### config.mk
export PLATFORM = sky130hd
export DESIGN_NAME = pfsr_top
export DESIGN_NICKNAME = d
export VERILOG_FILES = /design/src/rtl/pfsr_pkg.sv /design/src/rtl/pfsr_ctrl.sv /design/src/rtl/pfsr_head.sv /design/src/rtl/pfsr_link.sv /design/src/rtl/pfsr_step.sv /design/src/rtl/pfsr_top.sv
export SDC_FILE = /design/constraint.sdc
export NUM_CORES = 1
export LEC_CHECK = 0
export CORE_MARGIN = 2
export CORE_UTILIZATION = 40
export DETAILED_ROUTE_END_ITERATION = 7
export PLACE_DENSITY = 0.89
export SYNTH_ARGS = -nofsm -noshare
export SYNTH_HDL_FRONTEND = slang
export SYNTH_SLANG_ARGS = --single-unit
### constraint.sdc
create_clock -name clk_i -period 2.6 [get_ports clk_i]
set_clock_uncertainty 0.2 [all_clocks]
set_input_delay 0.52 -clock clk_i [delete_from_list [all_inputs] [get_ports clk_i]]
set_output_delay 0.52 -clock clk_i [all_outputs]
set_load 0.01 [all_outputs]
### src/rtl/pfsr_pkg.sv
package pfsr_pkg;

    typedef enum logic {
        PFSR_GEN     = 1'b0,
        PFSR_COMPACT = 1'b1
    } pfsr_mode_e;

    typedef enum logic [1:0] {
        ACT_HOLD = 2'd0,
        ACT_SEED = 2'd1,
        ACT_STEP = 2'd2
    } pfsr_act_e;

endpackage

### src/rtl/pfsr_ctrl.sv
module pfsr_ctrl
    import pfsr_pkg::*;
(
    input  logic      load_i,
    input  logic      enable_i,
    output pfsr_act_e act_o
);

    // Seed load wins over stepping.
    always_comb begin
        if (load_i) begin
            act_o = ACT_SEED;
        end else if (enable_i) begin
            act_o = ACT_STEP;
        end else begin
            act_o = ACT_HOLD;
        end
    end

endmodule

### src/rtl/pfsr_head.sv
module pfsr_head (
    input  logic fb_i,
    input  logic head_inv_i,
    input  logic resp_bit_i,
    input  logic compact_i,
    output logic next_o
);

    logic fed;

    always_comb begin
        fed    = head_inv_i ? ~fb_i : fb_i;
        next_o = fed ^ (compact_i & resp_bit_i);
    end

endmodule

### src/rtl/pfsr_link.sv
module pfsr_link (
    input  logic prev_i,
    input  logic flip_i,
    input  logic tap_i,
    input  logic fb_i,
    input  logic resp_bit_i,
    input  logic compact_i,
    output logic next_o
);

    logic passed;

    // Polarity is applied to the shifted bit before the feedback and
    // response XORs.
    always_comb begin
        passed = flip_i ? ~prev_i : prev_i;
        next_o = passed ^ (tap_i & fb_i) ^ (compact_i & resp_bit_i);
    end

endmodule

### src/rtl/pfsr_step.sv
module pfsr_step #(
    parameter int WIDTH = 16
) (
    input  logic [WIDTH-1:0] cur_i,
    input  logic [WIDTH-1:0] taps_i,
    input  logic [WIDTH-1:0] mask_i,
    input  logic             head_inv_i,
    input  logic [WIDTH-1:0] resp_i,
    input  logic             compact_i,
    output logic [WIDTH-1:0] nxt_o
);

    localparam int LAST = WIDTH - 1;

    logic fb;
    logic unused_bit0;

    assign fb          = cur_i[LAST];
    // Stage 0 has no incoming link and always takes the feedback.
    assign unused_bit0 = taps_i[0] ^ mask_i[0];

    pfsr_head head_i (
        .fb_i       (fb),
        .head_inv_i (head_inv_i),
        .resp_bit_i (resp_i[0]),
        .compact_i  (compact_i),
        .next_o     (nxt_o[0])
    );

    for (genvar i = 1; i < WIDTH; i++) begin : g_link
        pfsr_link link_i (
            .prev_i     (cur_i[i-1]),
            .flip_i     (mask_i[i]),
            .tap_i      (taps_i[i]),
            .fb_i       (fb),
            .resp_bit_i (resp_i[i]),
            .compact_i  (compact_i),
            .next_o     (nxt_o[i])
        );
    end

endmodule

### src/rtl/pfsr_top.sv
module pfsr_top
    import pfsr_pkg::*;
#(
    parameter int WIDTH = 16
) (
    input  logic             clk_i,
    input  logic             rst_ni,
    input  logic             load_i,
    input  logic [WIDTH-1:0] seed_i,
    input  logic             enable_i,
    input  logic             mode_i,
    input  logic [WIDTH-1:0] taps_i,
    input  logic [WIDTH-1:0] flip_mask_i,
    input  logic             head_inv_i,
    input  logic [WIDTH-1:0] resp_i,
    output logic             serial_o,
    output logic [WIDTH-1:0] state_o
);

    localparam int LAST = WIDTH - 1;

    typedef struct packed {
        logic [WIDTH-1:0] sr;
    } pfsr_state_t;

    pfsr_state_t st_d, st_q;
    pfsr_act_e   act;
    pfsr_mode_e  mode;
    logic        compact;
    logic [WIDTH-1:0] step_nxt;

    assign mode    = pfsr_mode_e'(mode_i);
    assign compact = (mode == PFSR_COMPACT);

    pfsr_ctrl ctrl_i (
        .load_i   (load_i),
        .enable_i (enable_i),
        .act_o    (act)
    );

    pfsr_step #(.WIDTH(WIDTH)) step_i (
        .cur_i      (st_q.sr),
        .taps_i     (taps_i),
        .mask_i     (flip_mask_i),
        .head_inv_i (head_inv_i),
        .resp_i     (resp_i),
        .compact_i  (compact),
        .nxt_o      (step_nxt)
    );

    always_comb begin
        st_d = st_q;
        unique case (act)
            ACT_SEED: st_d.sr = seed_i;
            ACT_STEP: st_d.sr = step_nxt;
            default:  st_d    = st_q;
        endcase
    end

    always_ff @(posedge clk_i or negedge rst_ni) begin
        if (!rst_ni) begin
            st_q <= '0;
        end else begin
            st_q <= st_d;
        end
    end

    assign state_o  = st_q.sr;
    assign serial_o = st_q.sr[LAST];

endmodule

### Yosys cells after proc, flatten, opt, wreduce, memory -nomap -nowiden

Cells that the tools add are included.

* bits of input ports: 70
* register bits after elaboration: 16
* output and inout bits: 17
* logic and storage cells: 101

* eq/ne operators: 2
* bitwise operators: 78
* muxes and demuxes: 19
* reductions and logical operators: 1

Operators by type and width (count)
* $pmux W16 S2: 1
* $and A1 B1 Y1: 31
* $xor A1 B1 Y1: 31
* $mux W1: 16
* $not A1 Y1: 16
* $mux W2: 2
* $eq A2 B1 Y1 const B: 1
* $eq A2 B2 Y1 const B: 1
* $reduce_bool A2 Y1: 1

### Logic depth before layout (Yosys ltp)

Gate-level depths: netlist of run 1.

* word-level depth: 5
* mapped depth: 6

### Modules after synthesis

Synthesis of run 1 repeated with hierarchy kept, for this count alone.

* cells, all modules: 137
* area, all modules: 1393.8 µm²

Modules (own cells, without submodules)
* pfsr_top: times used 1, area an instance 769.5 µm², cells each 72, seq. area each 400.4 µm²
* pfsr_link: times used 15, area an instance 38.8 µm², cells each 4, seq. area each 0.0 µm²
* pfsr_ctrl: times used 1, area an instance 21.3 µm², cells each 2, seq. area each 0.0 µm²
* pfsr_head: times used 1, area an instance 21.3 µm², cells each 3, seq. area each 0.0 µm²

### Worst setup path before layout of run 1

OpenSTA, ideal clock, no wires.

* path type: input -> register
* start: input port mode_i
* end: register st_q (netlist bit state_o[0])
* arrival time: 1.516 ns
* setup slack: 0.759 ns
* stages: 6
* path through: clkbuf_2 > buf_2 > nand2_1 > xnor2_1 > mux2_2 > mux2_2

* longest elaborated chain between the ends: 3

RTL lines
* from (decl): line pfsr_top.sv:11 `input logic mode_i,`
* $and A1 B1 Y1: line pfsr_head.sv:13 `next_o = fed ^ (compact_i & resp_bit_i);`
* $xor A1 B1 Y1: line pfsr_head.sv:13
* $pmux W16 S2: line pfsr_top.sv:53 `unique case (act)`
* to (signal assigned): line pfsr_top.sv:64 `st_q <= st_d;`
* to (decl): line pfsr_top.sv:26 `pfsr_state_t st_d, st_q;`

Every way passes these cells.
A chain may end at the register's enable or synchronous reset.

### Worst setup path in the final report of run 1

* start: register st_q (netlist bit state_o[15])
* end: output port state_o[15]

RTL lines
* to (decl): line pfsr_top.sv:17 `output logic [WIDTH-1:0] state_o`

No word-level cell between the ends.

==> summary.md, run 1 <==
| Metric | Value |
|---|---|
| Avg Vias per Cell | between 4 and 5 |
| Worst hold path startpoint | state_o[0] |
| Iter 0 DRT Violations | 43 |
| Worst-Skew Late Latency | 0.24 ns |
| Worst-path maximum fanout | 9 |
| Fmax | 471.2 MHz |
| Worst Path Class, Setup | register to primary output |
| Min-Delay Path Class | register to register |
| Status | finished clean |
| Bufs on Longest Clock Path | 2 |
| Number of clock sinks | 16 |
| Routed WL | 3490 µm |
| Crit share post-route | 0.8162 |
| # port buffers | between 80 and 90 |
| Yosys top cell area share | 0.2671 |
| Max reg flops | 16 |
| Pwr Density | 424.1 nW/µm² |
| Yosys cell types | 16 |
| RSZ-0062 raised after global routing | no |
| Share of cells above drive strength 1 | 0.05046 |
| Max H-tree Level | 1 |
| Mapped cell area | around 1500 µm² |
| First-pass GRT wire length | roughly 5700 µm |
| Hold buffer count at CTS | 0 |
| Synth top area cells | dfrtp_1, xnor3_1, xor2_1, buf_4, nand2_1 |
| Synth warnings | 0 |
| Rows | 22 |
| Static Leakage | 1.137 nW |
| RD Place Congestion | about 0.72 |
| Initial core utilization | 0.4125 |
| Layout Nets | 290 |
| Crit path max-delay family | buffers and inverters |
| Final setup violation count | 0 |
| Core area | 3633 µm² |
| Top Ports | 87 |
| Area leader, netlist | dfrtp_1 |
| Routed wire per std cell | 13.12 µm |
| Vias in the first global route | 1296 |
| Crit end category | primary output |
| Post-CTS Resized | 0 |
| Number of diodes | 0 |
| Synthesized flop and latch total | 16 |
| Tightest Pin Transition | 0.7546 ns |
| Die area | 4253 µm² |
| Post-CTS Setup Bufs | 0 |
| Initial antenna violation count | 0 |
| Worst path slowest cell | clkdlybuf4s50_1 |
| Antenna Nets Post-Route | 0 |
| Syn Nets | 222 |
| Die Span X | about 65 µm |
| Peak supply drop | around 0.00027 V |
| FF+latch area | 400.4 µm² |
| Worst rel slew slack | 0.4954 |
| Gr usage total | 0.1717 |
| Final core occ | 0.6315 |
| Max Cap Violations | 0 |
| Area of the multi-input gates | just over 900 µm² |
| Setup TNS | 0 ns |
| GRT overflow | 0 |
| CP cell instances | clkdlybuf4s50_1 |
| Via count | 1260 |
| Clk pin slew, worst setup/hold paths | 0.06 ns |
| Post-layout minimum cycle time | between 2 and 2.5 ns |
| CP bufs+invs | 1 |
| Final hold vios | 0 |
| CP max stage delay | 0.61 ns |
| CTS tree | yes |
| CP Launch Type | register |
| CTS Root Cell | clkbuf_8 |
| Pin count of the biggest net entering global routing | 31 |
| Die Ht | 65.22 µm |
| Worst EP required | 1.88 ns |
| First drt pass iteration count | 4 |
| R2r startpoint | state_o[15] |
| CP Data Arrival Time | around 1.4 ns |
| Fill cells | 318 |
| Cells after Synth | 152 |
| DP HPWL | 2826 µm |
| Post-Syn Area per Cell | between 9 and 10 µm² |
| # DRC | 0 |
| CP startpoint | state_o[15] |
| Sequential share of the synthesized area | 0.2671 |
| Max Transition Viols Final | 0 |
| Layout overhead on the synthesized area | 53.09% |
| Total CTS buffers | 3 |
[cell usage after synthesis (all sizes together)]
cell    count
dfrtp      16
buf        19
clkbuf      7
xnor3      15
mux2        2
xnor2       1
a211oi     15
nor2       15
nand2      31
xor2       16
a21o       15
[per-stage QoR]
step | area [µm²] | setup slack (ns) | total power [mW] | instances | hold slack (ns)
floorplan | 1499 | 0.7594 | 0.6342 | 152 | 0.02441
global placement | 2253 | 0.3435 | 0.7864 | 263 | 0.4698
detailed placement | 2253 | 0.2912 | 0.7988 | 263 | 0.4722
CTS | 2295 | 0.4691 | 0.9888 | 266 | 0.4866
global route | 2295 | 0.4099 | 1.038 | 266 | 0.5323
finish | 2295 | 0.4779 | 0.9732 | 266 | 0.4803
[routing by layer]
metal	share of wire	GRT usage	vias up
met5	0	0	-
met4	0.026	0.07552	0
met3	0.060	0.03938	8
met2	0.53	0.3163	50
met1	0.38	0.1862	572
li1	-	-	630
[path summary, 6_finish.rpt]
kind	slack [ns]	cells past startpoint	endpoint
min	0.48	2	state_o[0]
max in group asynchronous	1.20	1	state_o[9]
max	0.48	1	state_o[15]
min in group asynchronous	0.52	1	state_o[3]
min reg2reg	0.48	2	state_o[0]
max reg2reg	0.71	5	state_o[15]
[cell usage in the layout (no fill, tap or decap)]
| master | n |
|---|---|
| xnor3_1 | 15 |
| mux2_2 | 2 |
| a211oi_1 | 15 |
| clkbuf_8 | 3 |
| dfrtp_1 | 16 |
| buf_4 | 5 |
| nor2_1 | 15 |
| a21o_1 | 15 |
| xnor2_1 | 1 |
| clkdlybuf4s50_1 | 84 |
| nand2_1 | 31 |
| xor2_2 | 1 |
| xor2_1 | 15 |
[kinds of logic (layout without fill, tap and decap cells)]
logic type                Yosys count  after routing  share of synthesized area
buffers and inverters              26             92                     0.1227
xor gates and xnor gates           32             32                     0.3297
DFF                                16             16                     0.2671
and+or+nand+nor                    46             46                     0.1152
muxes                               2              2                    0.01502
AOI/OAI and AO/OA                  30             30                     0.1503
[final cells by class]
type	count	share of cell area
clock buffer	3	0.01799
tap	48	0.02617
multi-input combinational	110	0.3986
sequential	16	0.1745
timing repair buffer	89	0.3828
[power by group]
part           internal [mW]  switching (mW)
sequential             0.284          0.0378
clock                  0.102          0.0801
combinational          0.313           0.156
total                  0.700           0.274
Power figures use the tool's default switching activity.
==> run 2, diff against run 1 <==
CORE_UTILIZATION = 38   (was 40)
PLACE_DENSITY = 0.85   (was 0.89)
clock period = 2.1 ns   (was 2.6 ns; I/O delays follow)
==> run 2 against run 1 <==
  * Setup slack worse by 0.35 ns
  * Core utilization is 0.46 points lower
  * Final area is 1.5% higher
  * Non-clock buffer count grew 3
  * Routed wire length fell by 2.3%
  * Cell count up 1.1%
  * Combinational power is 27% higher
  * Clock power grew 21%
  * Largest cell class unchanged
==> summary.md, run 2 (same netlist as run 1, synthesis figures left out) <==
| Metric | Value |
|---|---|
| Status | finished clean (unchanged) |
| # DRC | 0 (unchanged) |
| Routed wire per std cell | 12.68 µm (was 13.12 µm) |
| Die area | 4463 µm² (was 4253 µm²) |
| Peak supply drop | 0.0002303 V (was 0.0002654 V) |
| Vias in the first global route | 1227 (was 1296) |
| Fmax | 507.6 MHz |
| Die Span X | 66.81 µm (was 65.22 µm) |
| Overall power | 1.208 mW (was 973.2 µW) |
| Hold buffer count at CTS | 0 (unchanged) |
| Post-CTS Setup Bufs | 0 (unchanged) |
| Fin cells | 269 (was 266) |
| Post-layout minimum cycle time | 1.970 ns |
| Worst setup margin | 0.1299 ns (was 0.4779 ns) |
| RD Place Congestion | 0.7179 (was 0.7169) |
| Min-Delay Path Class | input pin to asynchronous set/reset pin (was register to register) |
| DP Area | 2288 µm² (was 2253 µm²) |
| Max reg flops | 16 (unchanged) |
| Max Cap Violations | 0 (unchanged) |
| CTS tree | yes (unchanged) |
| Worst EP required | 1.48 ns (was 1.88 ns) |
| Worst hold-check slack | 0.2921 ns (was 0.4803 ns) |
| Total CTS buffers | 3 (unchanged) |
| Worst-Skew Late Latency | 0.24 ns (about the same) |
| Die Ht | 66.81 µm (was 65.22 µm) |
| Commonest non-fill, non-tap cell in the layout | clkdlybuf4s50_1 (unchanged) |
| Core area | 3716 µm² (was 3633 µm²) |
| Via count | 1230 (was 1260) |
| CP Data Arrival Time | 1.35 ns (was 1.40 ns) |
| Antenna Nets Post-Route | 0 (unchanged) |
| Share of cells above drive strength 1 | 0.06335 (was 0.05046) |
| Most frequent cells in the layout | clkdlybuf4s50_1, nand2_1, dfrtp_1 (unchanged) |
| Fin area | 2330 µm² (was 2295 µm²) |
| Max H-tree Level | 1 (unchanged) |
| Max Transition Viols Final | 0 (unchanged) |
| Iter 0 DRT Violations | 32 (was 43) |
| Cells after DPL | 266 (was 263) |
| Final hold vios | 0 (unchanged) |
| Layout Nets | 293 (was 290) |
| Worst Path Class, Setup | register to primary output (unchanged) |
| Number of clock sinks | 16 (unchanged) |
| Top Ports | 87 (unchanged) |
| RSZ-0062 raised after global routing | no (unchanged) |
| Layout overhead on the synthesized area | 55.43% (was 53.09%) |
| Initial antenna violation count | 0 (unchanged) |
| CTS Root Cell | clkbuf_8 (unchanged) |
| First drt pass iteration count | 4 (unchanged) |
| Crit share post-route | 0.9381 |
| Static Leakage | 1.156 nW (was 1.137 nW) |
| Worst rel slew slack | 0.8395 (was 0.4954) |
| Pwr Density | 518.5 nW/µm² (was 424.1 nW/µm²) |
| Final setup violation count | 0 (unchanged) |
| Tightest Pin Transition | 0.2393 ns (was 0.7546 ns) |
| Post-CTS Resized | 0 (unchanged) |
| Bufs on Longest Clock Path | 2 (unchanged) |
| Avg Vias per Cell | 4.572 (was 4.737) |
| Pin count of the biggest net entering global routing | 31 (unchanged) |
| Initial core utilization | 0.4034 (was 0.4125) |
| First-pass GRT wire length | 5354 µm (was 5664 µm) |
| Setup TNS | 0 ns (unchanged) |
| # port buffers | 84 (unchanged) |
| CP Launch Type | register (unchanged) |
| DP HPWL | 2848 µm (was 2826 µm) |
| Final core occ | 0.6269 (was 0.6315) |
| Routed WL | 3411 µm (was 3490 µm) |
| Worst-path maximum fanout | 12 (was 9) |
| Gr usage total | 0.1598 (was 0.1717) |
| Crit end category | primary output (unchanged) |
| Clk pin slew, worst setup/hold paths | 0.06 ns (about the same) |
| Pre-CTS WS | -0.06461 ns (was 0.2912 ns) |
| Rows | 22 (unchanged) |
| Number of diodes | 0 (unchanged) |
| GRT overflow | 0 (unchanged) |
run 2: changes by cell type in the layout (fill, tap and decap cells not counted):
cell    change
buf_12      +1
buf_4       +2
run 2: worst paths after layout:
kind,startpoint,end,slack [ns],cells after the start
max reg2reg,state_o[15],state_o[0],0.40,5
min,rst_ni,state_o[14],0.29,2
min in group clk_i,state_o[0],state_o[0],0.48,2
max in group asynchronous,rst_ni,state_o[7],1.22,2
min reg2reg,state_o[0],state_o[0],0.48,2
max,state_o[15],state_o[15],0.13,2
run 2: critical path, cell delays in order (launching register included):
cell	delay, ns
dfrtp_1	0.35
buf_4	0.20
clkdlybuf4s50_1	0.56
run 2: power breakdown:
group          switching (mW)  internal (mW)  total [mW]
Clock                  0.0956          0.127       0.222
Combinational           0.200          0.397       0.597
Sequential             0.0375          0.351       0.389
Total                   0.333          0.875        1.21
run 2: layout make-up:
cell class	count	area (µm²)
clock buffers	3	41.29
fillers	323	1386
multi-input cells	110	914.6
flip-flops and latches	16	400.4
well taps	48	60.06
repair buffers	92	913.4
run 2: layer usage:
| layer | wire [µm] | global-route usage |
|---|---|---|
| met1 | 1317 | 0.1816 |
| met2 | 1814 | 0.2988 |
| met3 | 246 | 0.03378 |
| met4 | 34 | 0.04337 |
| met5 | 0 | 0 |
